$ cat src/rtl/mbx_pkg.sv
// Shared layout of the mailbox command word and host offsets.
// Assumes a 32-bit data path and byte addressing on the host port.
package mbx_pkg;
    typedef struct packed {
        logic [7:0] rsv_hi;
        logic [7:0] size;
        logic [3:0] id;
        logic [2:0] rsv_lo;
        logic       ioc;
        logic [7:0] op;
    } cmd_word_t;

    localparam logic [7:0] OFS_CMD  = 8'h00;
    localparam logic [7:0] OFS_STAT = 8'h04;
    localparam logic [7:0] OFS_WBUF = 8'h80;
endpackage

$ cat src/rtl/mbx_cmd_ctl.sv
// Command handshake: latches accepted commands, tracks busy, error and
// overrun, and emits the doorbell and completion pulses.
// Assumes cmd_wr and done are single-cycle strobes from the top decode.
module mbx_cmd_ctl
    import mbx_pkg::*;
(
    input  logic       clk,
    input  logic       rst_n,
    input  logic       cmd_wr,
    input  cmd_word_t  cmd_word,
    input  logic       done,
    input  logic       done_err,
    input  logic [7:0] done_code,
    output logic       busy,
    output logic       err,
    output logic [7:0] code,
    output logic       overrun,
    output cmd_word_t  cmd_q,
    output logic       doorbell,
    output logic       cpl_irq
);
    // Busy flag, latched command and completion result.
    always_ff @(posedge clk) begin
        if (!rst_n) begin
            busy  <= 1'b0;
            err   <= 1'b0;
            code  <= '0;
            cmd_q <= '0;
        end else if (busy) begin
            if (done) begin
                busy <= 1'b0;
                err  <= done_err;
                code <= done_code;
            end
        end else if (cmd_wr) begin
            busy  <= 1'b1;
            cmd_q <= cmd_word;
            err   <= 1'b0;
            code  <= '0;
        end
    end

    // Sticky overrun on a command write that arrives while busy.
    always_ff @(posedge clk) begin
        if (!rst_n)
            overrun <= 1'b0;
        else if (busy && cmd_wr)
            overrun <= 1'b1;
    end

    // One-cycle pulses toward controller and host.
    always_ff @(posedge clk) begin
        if (!rst_n) begin
            doorbell <= 1'b0;
            cpl_irq  <= 1'b0;
        end else begin
            doorbell <= !busy && cmd_wr;
            cpl_irq  <= busy && done && cmd_q.ioc;
        end
    end
endmodule

$ cat src/rtl/mbx_wbuf.sv
// Outbound buffer: host writes words, controller reads any word by index.
// Assumes the host index is already range-checked by the caller.
module mbx_wbuf #(
    parameter int DATA_W = 32,
    parameter int WORDS  = 4,
    localparam int IDX_W = $clog2(WORDS)
) (
    input  logic              clk,
    input  logic              rst_n,
    input  logic              wr,
    input  logic [IDX_W-1:0]  wr_idx,
    input  logic [DATA_W-1:0] wr_data,
    input  logic [IDX_W-1:0]  rd_idx,
    output logic [DATA_W-1:0] rd_data
);
    logic [DATA_W-1:0] slot [WORDS];

    for (genvar g = 0; g < WORDS; g++) begin : g_slot
        // Holds one outbound word.
        always_ff @(posedge clk) begin
            if (!rst_n)
                slot[g] <= '0;
            else if (wr && wr_idx == IDX_W'(g))
                slot[g] <= wr_data;
        end
    end

    assign rd_data = slot[rd_idx];
endmodule

$ cat src/rtl/mbx_rbuf.sv
// Inbound buffer: controller writes words, host reads a word or one byte.
// Assumes byte lane select comes from the host address low bits.
module mbx_rbuf #(
    parameter int DATA_W = 32,
    parameter int WORDS  = 4,
    localparam int IDX_W  = $clog2(WORDS),
    localparam int LANES  = DATA_W / 8,
    localparam int LANE_W = $clog2(LANES)
) (
    input  logic              clk,
    input  logic              rst_n,
    input  logic              wr,
    input  logic [IDX_W-1:0]  wr_idx,
    input  logic [DATA_W-1:0] wr_data,
    input  logic [IDX_W-1:0]  rd_idx,
    input  logic              rd_byte,
    input  logic [LANE_W-1:0] rd_lane,
    output logic [DATA_W-1:0] rd_data
);
    logic [DATA_W-1:0] slot [WORDS];
    logic [DATA_W-1:0] word;

    for (genvar g = 0; g < WORDS; g++) begin : g_slot
        // Holds one inbound word.
        always_ff @(posedge clk) begin
            if (!rst_n)
                slot[g] <= '0;
            else if (wr && wr_idx == IDX_W'(g))
                slot[g] <= wr_data;
        end
    end

    assign word = slot[rd_idx];

    // Word read or zero-extended byte lane.
    always_comb begin
        if (rd_byte)
            rd_data = DATA_W'(word[rd_lane*8 +: 8]);
        else
            rd_data = word;
    end
endmodule

$ cat src/rtl/cmd_mailbox.sv
// Host/controller command mailbox top: decodes the host window, builds
// the status word and joins the control and buffer blocks.
// Assumes single-beat host accesses with combinational read data.
module cmd_mailbox
    import mbx_pkg::*;
#(
    parameter int         DATA_W    = 32,
    parameter int         ADDR_W    = 8,
    parameter int         BUF_BYTES = 16,
    parameter logic [7:0] INIT_ID   = 8'h5A,
    localparam int WORDS  = BUF_BYTES / 4,
    localparam int IDX_W  = $clog2(WORDS)
) (
    input  logic              clk,
    input  logic              rst_n,
    input  logic              h_wr_en,
    input  logic              h_rd_en,
    input  logic              h_byte,
    input  logic [ADDR_W-1:0] h_addr,
    input  logic [DATA_W-1:0] h_wdata,
    output logic [DATA_W-1:0] h_rdata,
    output logic              h_irq,
    output logic [DATA_W-1:0] c_cmd,
    output logic              c_doorbell,
    input  logic [IDX_W-1:0]  c_wb_idx,
    output logic [DATA_W-1:0] c_wb_word,
    input  logic              c_rb_we,
    input  logic [IDX_W-1:0]  c_rb_idx,
    input  logic [DATA_W-1:0] c_rb_wdata,
    input  logic              c_done,
    input  logic              c_done_err,
    input  logic [7:0]        c_done_code
);
    localparam logic [ADDR_W-1:0] WB_LO = ADDR_W'(OFS_WBUF);
    localparam logic [ADDR_W-1:0] RB_LO = ADDR_W'(int'(OFS_WBUF) + BUF_BYTES);
    localparam logic [ADDR_W-1:0] RB_HI = ADDR_W'(int'(OFS_WBUF) + 2 * BUF_BYTES - 1);

    logic              in_cmd, in_stat, in_wb, in_rb;
    logic              busy, err, overrun;
    logic [7:0]        code;
    cmd_word_t         cmd_q;
    logic [DATA_W-1:0] stat_word, rb_rdata;
    logic [IDX_W-1:0]  h_idx;

    // Host address regions.
    assign in_cmd  = h_addr == ADDR_W'(OFS_CMD);
    assign in_stat = h_addr == ADDR_W'(OFS_STAT);
    assign in_wb   = h_addr >= WB_LO && h_addr < RB_LO;
    assign in_rb   = h_addr >= RB_LO && h_addr <= RB_HI;
    assign h_idx   = h_addr[IDX_W+1:2];

    mbx_cmd_ctl u_ctl (
        .clk      (clk),
        .rst_n    (rst_n),
        .cmd_wr   (h_wr_en && in_cmd),
        .cmd_word (cmd_word_t'(h_wdata)),
        .done     (c_done),
        .done_err (c_done_err),
        .done_code(c_done_code),
        .busy     (busy),
        .err      (err),
        .code     (code),
        .overrun  (overrun),
        .cmd_q    (cmd_q),
        .doorbell (c_doorbell),
        .cpl_irq  (h_irq)
    );

    mbx_wbuf #(.DATA_W(DATA_W), .WORDS(WORDS)) u_wbuf (
        .clk    (clk),
        .rst_n  (rst_n),
        .wr     (h_wr_en && in_wb),
        .wr_idx (h_idx),
        .wr_data(h_wdata),
        .rd_idx (c_wb_idx),
        .rd_data(c_wb_word)
    );

    mbx_rbuf #(.DATA_W(DATA_W), .WORDS(WORDS)) u_rbuf (
        .clk    (clk),
        .rst_n  (rst_n),
        .wr     (c_rb_we),
        .wr_idx (c_rb_idx),
        .wr_data(c_rb_wdata),
        .rd_idx (h_idx),
        .rd_byte(h_byte),
        .rd_lane(h_addr[1:0]),
        .rd_data(rb_rdata)
    );

    // Status word assembly.
    assign stat_word = DATA_W'({8'h00, code, INIT_ID, cmd_q.id, 1'b0, overrun, err, busy});
    assign c_cmd     = DATA_W'(cmd_q);

    // Host read mux; write-only and unmapped offsets return zero.
    always_comb begin
        h_rdata = '0;
        if (h_rd_en) begin
            if (in_stat)    h_rdata = stat_word;
            else if (in_rb) h_rdata = rb_rdata;
        end
    end
endmodule

$ cat config.mk
export PLATFORM = sky130hd
export DESIGN_NAME = cmd_mailbox
export DESIGN_NICKNAME = d
export VERILOG_FILES = /design/src/rtl/mbx_pkg.sv /design/src/rtl/mbx_cmd_ctl.sv /design/src/rtl/mbx_wbuf.sv /design/src/rtl/mbx_rbuf.sv /design/src/rtl/cmd_mailbox.sv
export SDC_FILE = /design/constraint.sdc
export NUM_CORES = 1
export LEC_CHECK = 0
export ABC_CLOCK_PERIOD_IN_PS = 3500
export BUFFER_PORTS_ARGS = -buffer_cell sky130_fd_sc_hd__buf_4
export CAP_MARGIN = 20
export CORE_AREA = 2 2 166 168
export CTS_CLUSTER_DIAMETER = 40
export DETAILED_ROUTE_END_ITERATION = 8
export DIE_AREA = 0 0 168 170
export PLACE_DENSITY = 0.75
export SLEW_MARGIN = 20
export SYNTH_ARGS = -nofsm -noshare
export SYNTH_HDL_FRONTEND = slang
export SYNTH_SLANG_ARGS = --single-unit
export TNS_END_PERCENT = 30
$ cat constraint.sdc
create_clock -name clk -period 3.5 [get_ports clk]
set_input_delay 0.175 -clock clk [delete_from_list [all_inputs] [get_ports clk]]
set_output_delay 0.175 -clock clk [all_outputs]
set_load 0.02 [all_outputs]
==> flow_summary.yaml, run 1 <==
outcome:
  status: "complete, no violations"
synthesis:
  synthTopCellsByCount: "and2_1, edfxtp_1, nand2_1"
  synth_top_cell_area_share_pct: 56.22
  yosys.cell_types.count: 45
  synthTopCellsByArea: "edfxtp_1, mux4_2, and2_1"
  synth_warnings: 0
  ys_seq_area_share_pct: 62.81
  synth-edff-count: 256
  syn_area_um2: 13670
  syn_inst: 949
  syn-num-nets: 1041
  syn_avg_cell_area_um2: 14.41
  synth_seq_cells: 301
  async_flop_share_pct: 0
  synth_most_common_cell: "and2_1"
  synth_top_area_cell: "edfxtp_1"
  synth_flop_cell: "edfxtp_1"
clock_tree:
  cts_setup_buffers: 0
  cts_tree: "yes"
  cts_hold_buf: 76
  clockRootBuffer: "clkbuf_16"
  clockBufferDepth: 3
  cts_buffers: 41
  cts_resized: 0
  clkSlewWorstSetupHoldPaths_ps: 60
  clock-sinks: 301
  htreeDepth: 2
  worstSkewPairLatency_ps: 520
sta:
  fmax_mhz: 359.3
  fin_setup_tns_ps: 0
  slew_viol_final: 0
  relSlewSlack_pct: 41.37
  rsz0062_at_grt: "false"
  timing.final.crit_share_pct: 79.52
  tightest_slew_ps: 878.8
  fin_worst_skew_ps: 8.056
  fin_crit_ps: 2783
  finalHoldViolations: 0
  finalSetupViolCount: 0
worst_setup_path:
  critPathCaptureType: "primary output"
  critPathMostFrequentCell: "buf_4"
  slowest_delay_ps: 830
  crit_fanout: 24
  crit_arrival_ps: 2610
  cp_top_family: "simple AND/OR/NAND/NOR gates"
  startpoint_type: "primary input"
  path_buf_inv: 3
  cp_slowest_cell: "and4b_1"
  worst-endpoint-required_ps: 3320
  cp_cell_sequence: "dlygate4sd3_1 > buf_4 > nor2_1 > and4b_1 > a22oi_1 > nor2b_1 > buf_4"
  crit_type: "primary input to primary output"
layout:
  antennaDiodeCount: 0
  drive_gt1_share_pct: 29.94
  final_nets: 1299
  stdcell_count: 1580
  n_fill_cell: 1929
  final_area_um2: 17570
  area_delta_synth_final_pct: 28.46
route:
  drtPass1Iterations: 5
  drc: 0
  drt-total-wl_um: 34580
  wire_per_inst_um: 21.89
  drtIter0Drc: 671
  drtAntennaViolNets: 0
  viasPerCell: 5.597
  via_count: 8843
floorplan:
  dieWidth_um: 168
  coreArea_um2: 26650
  ios: 190
  dieArea_um2: 28560
  num_rows: 60
  initial_core_util_pct: 51.31
  die_y_um: 170
global_route:
  antenna_found_initial: 0
  grt_max_degree: 58
  use_met3_pct: 5.256
  first_global_vias: 9331
  grtUsageMet1_pct: 29.18
  top_usage_layer: "met2"
  track_usage_pct: 24.45
  grt_pass1_wl_um: 52730
  grtUsageMet2_pct: 44.50
  grt-ovfl-total: 0
placement:
  place_hpwl_um: 20940
  gp_congestion: 0.7809
  io_buffer_count: 189
  placed_area_um2: 15410
  place_inst: 1429
power_and_ir_drop:
  peakVddDrop_mv: 0.3612
  power.density_nw_per_um2: 520.1
  p_leak_nw: 6.572
run:
  maxCapViolations: 0
min_path:
  hp-class: "primary input to flop"
[cell usage in the layout, fill, tap and decap left out, drive strengths merged, types with 2 or more instances in the layout]
cell / instances
nor3b: 3
nand3b: 2
clkbuf: 47
clkinv: 14
and3: 12
and2: 257
dfxtp: 45
nand2b: 4
nor4b: 2
a21boi: 41
o21ai: 8
buf: 208
dlygate4sd3: 76
nand3: 19
bufinv: 5
nor2b: 13
inv: 7
a21oi: 5
a22oi: 8
o22ai: 13
nand2: 80
clkinvlp: 4
nor2: 9
edfxtp: 256
mux2i: 5
and4b: 2
mux4: 75
o31ai: 7
[worst paths after layout]
check                                     start         endpoint  slack (ps)  cells after the start
worst min register to register  u_ctl.cmd_q[20]  u_ctl.cmd_q[20]         450                      2
worst min-delay path                      rst_n       u_ctl.busy         230                      2
worst max register to register       u_ctl.busy    u_ctl.code[1]        2030                      4
worst max-delay path                  h_addr[6]      h_rdata[23]         720                      7
[where the power goes]
group	internal, mW	leakage, nW	switching (mW)	total, mW
Clock	2.63	0.678	1.57	4.20
Sequential	4.09	2.84	0.0630	4.15
Combinational	0.384	3.06	0.407	0.791
[flip-flops by register name, summed over array words and instances, names as in the netlist]
register and count:
u_ctl.busy 1, u_ctl.doorbell 1, u_ctl.cmd_q 32, u_ctl.code 8
u_ctl.overrun 1, u_wbuf.slot 128, u_ctl.cpl_irq 1, u_rbuf.slot 128
u_ctl.err 1
[per-stage QoR]
stage / worst slack [ps] / utilization (%) / hold slack [ps] / total power [mW]
after floorplan: 6.258 / - / 314.2 / 4.614
after global routing: 541.7 / 65.91 / 250.5 / 9.401
after CTS: 656.6 / 65.91 / 210.0 / 9.189
after detailed placement: 1058 / 57.82 / 442.5 / 4.944
after global placement: 1073 / 57.82 / 437.5 / 4.925
final: 716.9 / 65.91 / 228.4 / 9.136
[layout make-up]
cell class                      count  area (um^2)  share of cell area, %
Clock buffer                       47         1091                  6.211
Clock inverter                     28        305.3                  1.738
Inverter                            2        7.507                0.04274
Multi-Input combinational cell    577         4825                  27.47
Sequential cell                   301         8588                  48.89
Tap cell                          341        426.7                  2.429
Timing Repair Buffer              284         2322                  13.22
[per-layer routing]
| metal | up-vias | routed length [um] | part of all wire [%] |
|---|---|---|---|
| met4 | 0 | 805 | 2.3 |
| met1 | 4370 | 13000 | 38 |
| met5 | - | 0 | 0 |
| met3 | 69 | 2782 | 8.0 |
| met2 | 392 | 17990 | 52 |
| li1 | 4012 | - | - |
[cell families (layout without fill, tap and decap cells)]
kind of cell	Yosys count	after routing	synth area share (%)
AOI/OAI and AO/OA	87	87	4.520
buffers and inverters	71	361	2.589
DFF	301	301	62.81
muxes	81	81	12.80
and+or+nand+nor	409	409	17.28
No activity file was read; power rests on OpenSTA's default activity.
==> inputs of run 2 (changes only) <==
--- a/config.mk
+++ b/config.mk
@@ -5,7 +5,7 @@
 export SDC_FILE = /design/constraint.sdc
 export NUM_CORES = 1
 export LEC_CHECK = 0
-export ABC_CLOCK_PERIOD_IN_PS = 3500
+export ABC_CLOCK_PERIOD_IN_PS = 2250
 export BUFFER_PORTS_ARGS = -buffer_cell sky130_fd_sc_hd__buf_4
 export CAP_MARGIN = 20
 export CORE_AREA = 2 2 166 168
==> constraint.sdc (replaced) <==
create_clock -name clk -period 2.25 [get_ports clk]
set_input_delay 0.1125 -clock clk [delete_from_list [all_inputs] [get_ports clk]]
set_output_delay 0.1125 -clock clk [all_outputs]
set_load 0.02 [all_outputs]
==> flow_summary.yaml, run 2 (same netlist as run 1, synthesis figures left out) <==
global_route:
  grt_pass1_wl_um: 54370
  track_usage_pct: 25.42
  grt-ovfl-total: 0
  antenna_found_initial: 0
  first_global_vias: 9477
  grt_max_degree: 40
min_path:
  hp-start: "rst_n"
  hp-class: "primary input to flop"
worst_setup_path:
  startpoint: "u_rbuf.slot[2][15]"
  critPathCaptureType: "primary output"
  crit_arrival_ps: 2100
  slowest_delay_ps: 480
  reg2reg_from: "u_ctl.busy"
  cp_cell_sequence: "mux2i_1 > mux4_2 > a31o_1 > o31ai_4 > buf_6"
  worst-endpoint-required_ps: 2140
  cp_slowest_cell: "mux4_2"
  startpoint_type: "flop"
  crit_type: "flop to primary output"
  crit_fanout: 2
layout:
  final_nets: 1322
  antennaDiodeCount: 0
  drive_gt1_share_pct: 31.33
  mostFrequentLayoutCells: "and2_1, edfxtp_1, buf_4"
  n_fill_cell: 1839
  final_common_cell: "and2_1"
  final_area_um2: 18010
  area_delta_synth_final_pct: 31.74
  largestRegisters: "u_rbuf.slot: 128 flops, u_wbuf.slot: 128 flops, u_ctl.cmd_q: 32 flops"
route:
  drtIter0Drc: 890
  drt-total-wl_um: 35920
  drc: 0
  viasPerCell: 5.650
  drtPass1Iterations: 5
  via_count: 9069
  wire_per_inst_um: 22.38
  drtAntennaViolNets: 0
clock_tree:
  clkSlewWorstSetupHoldPaths_ps: 50
  worstSkewPairLatency_ps: 520
  cts_buffers: 42
  cts_tree: "yes"
  clock-sinks: 301
  htreeDepth: 2
  clockBufferDepth: 3
  clockRootBuffer: "clkbuf_16"
  cts_setup_buffers: 0
sta:
  finalHoldViolations: 0
  fin_setup_tns_ps: 0
  fin_crit_ps: 2212
  slew_viol_final: 0
  setup_ws_ps: 37.82
  tightest_slew_ps: 595.1
  fmax_mhz: 452.0
  rsz0062_at_grt: "true"
  relSlewSlack_pct: 60.18
  finalSetupViolCount: 0
  timing.final.crit_share_pct: 98.32
  holdWs_ps: 24.06
  fin_worst_skew_ps: 9.085
floorplan:
  coreArea_um2: 26650
  die_y_um: 170
  num_rows: 60
  ios: 190
  initial_core_util_pct: 51.31
  dieArea_um2: 28560
  dieWidth_um: 168
placement:
  pre_cts_slack_ps: 313.1
  gp_congestion: 0.8335
  placed_area_um2: 15720
  place_hpwl_um: 23350
  io_buffer_count: 189
power_and_ir_drop:
  total_power_mw: 14.74
  peakVddDrop_mv: 0.6602
  p_leak_nw: 6.799
  power.density_nw_per_um2: 818.3
run:
  maxCapViolations: 0
outcome:
  status: "complete, no violations"
-- run 2: worst max-delay path: cells and delay by family, from the launching register on --
family,cells,cell delay [ps]
AOI/OAI and AO/OA,2,500
buffers and inverters,1,170
DFF,1,340
muxes,2,580
-- run 2: through the flow --
step                      util (%)  instances
final                        67.60       1605
after global routing         67.60       1605
after CTS                    67.57       1605
after detailed placement     59.00       1451
after global placement       59.00       1451
after floorplan                  -        949
-- run 2: final cells by class --
type	instances	area [um^2]	share of cell area, %
inverter	2	7.507	0.04167
clock inverter	25	345.3	1.917
clock buffer	53	1166	6.473
multi-input combinational	577	4840	26.86
timing repair buffer	306	2641	14.66
tap	341	426.7	2.368
sequential	301	8588	47.67
-- run 2: layer usage --
| layer | global-route usage (%) | vias to the layer above | wire length, um |
|---|---|---|---|
| li1 | - | 4069 | - |
| met1 | 31.84 | 4507 | 13810 |
| met2 | 45.13 | 428 | 18470 |
| met3 | 4.349 | 65 | 2710 |
| met4 | 8.469 | 0 | 935 |
| met5 | 0 | - | 0 |
-- run 2: worst paths after layout --
check             cells after the start  slack, ps              end
hold / removal                        2         20  u_ctl.cmd_q[16]
hold reg to reg                       2        450   u_ctl.cmd_q[6]
setup / recovery                      5         40       h_rdata[7]
setup reg to reg                      4        700    u_ctl.code[5]
-- run 2: power by group --
part / total, mW / switching (mW) / internal, mW
Sequential: 6.46 / 0.104 / 6.35
Clock: 7.00 / 2.55 / 4.45
Combinational: 1.28 / 0.645 / 0.640
-- run 2: timing repair --
item / CTS / global route
hold endpoints to repair: 298 / 0
pin swaps: 2 / 0
resized for setup: 2 / 1
setup endpoints to repair: 1 / 1
hold buffers: 76 / 0
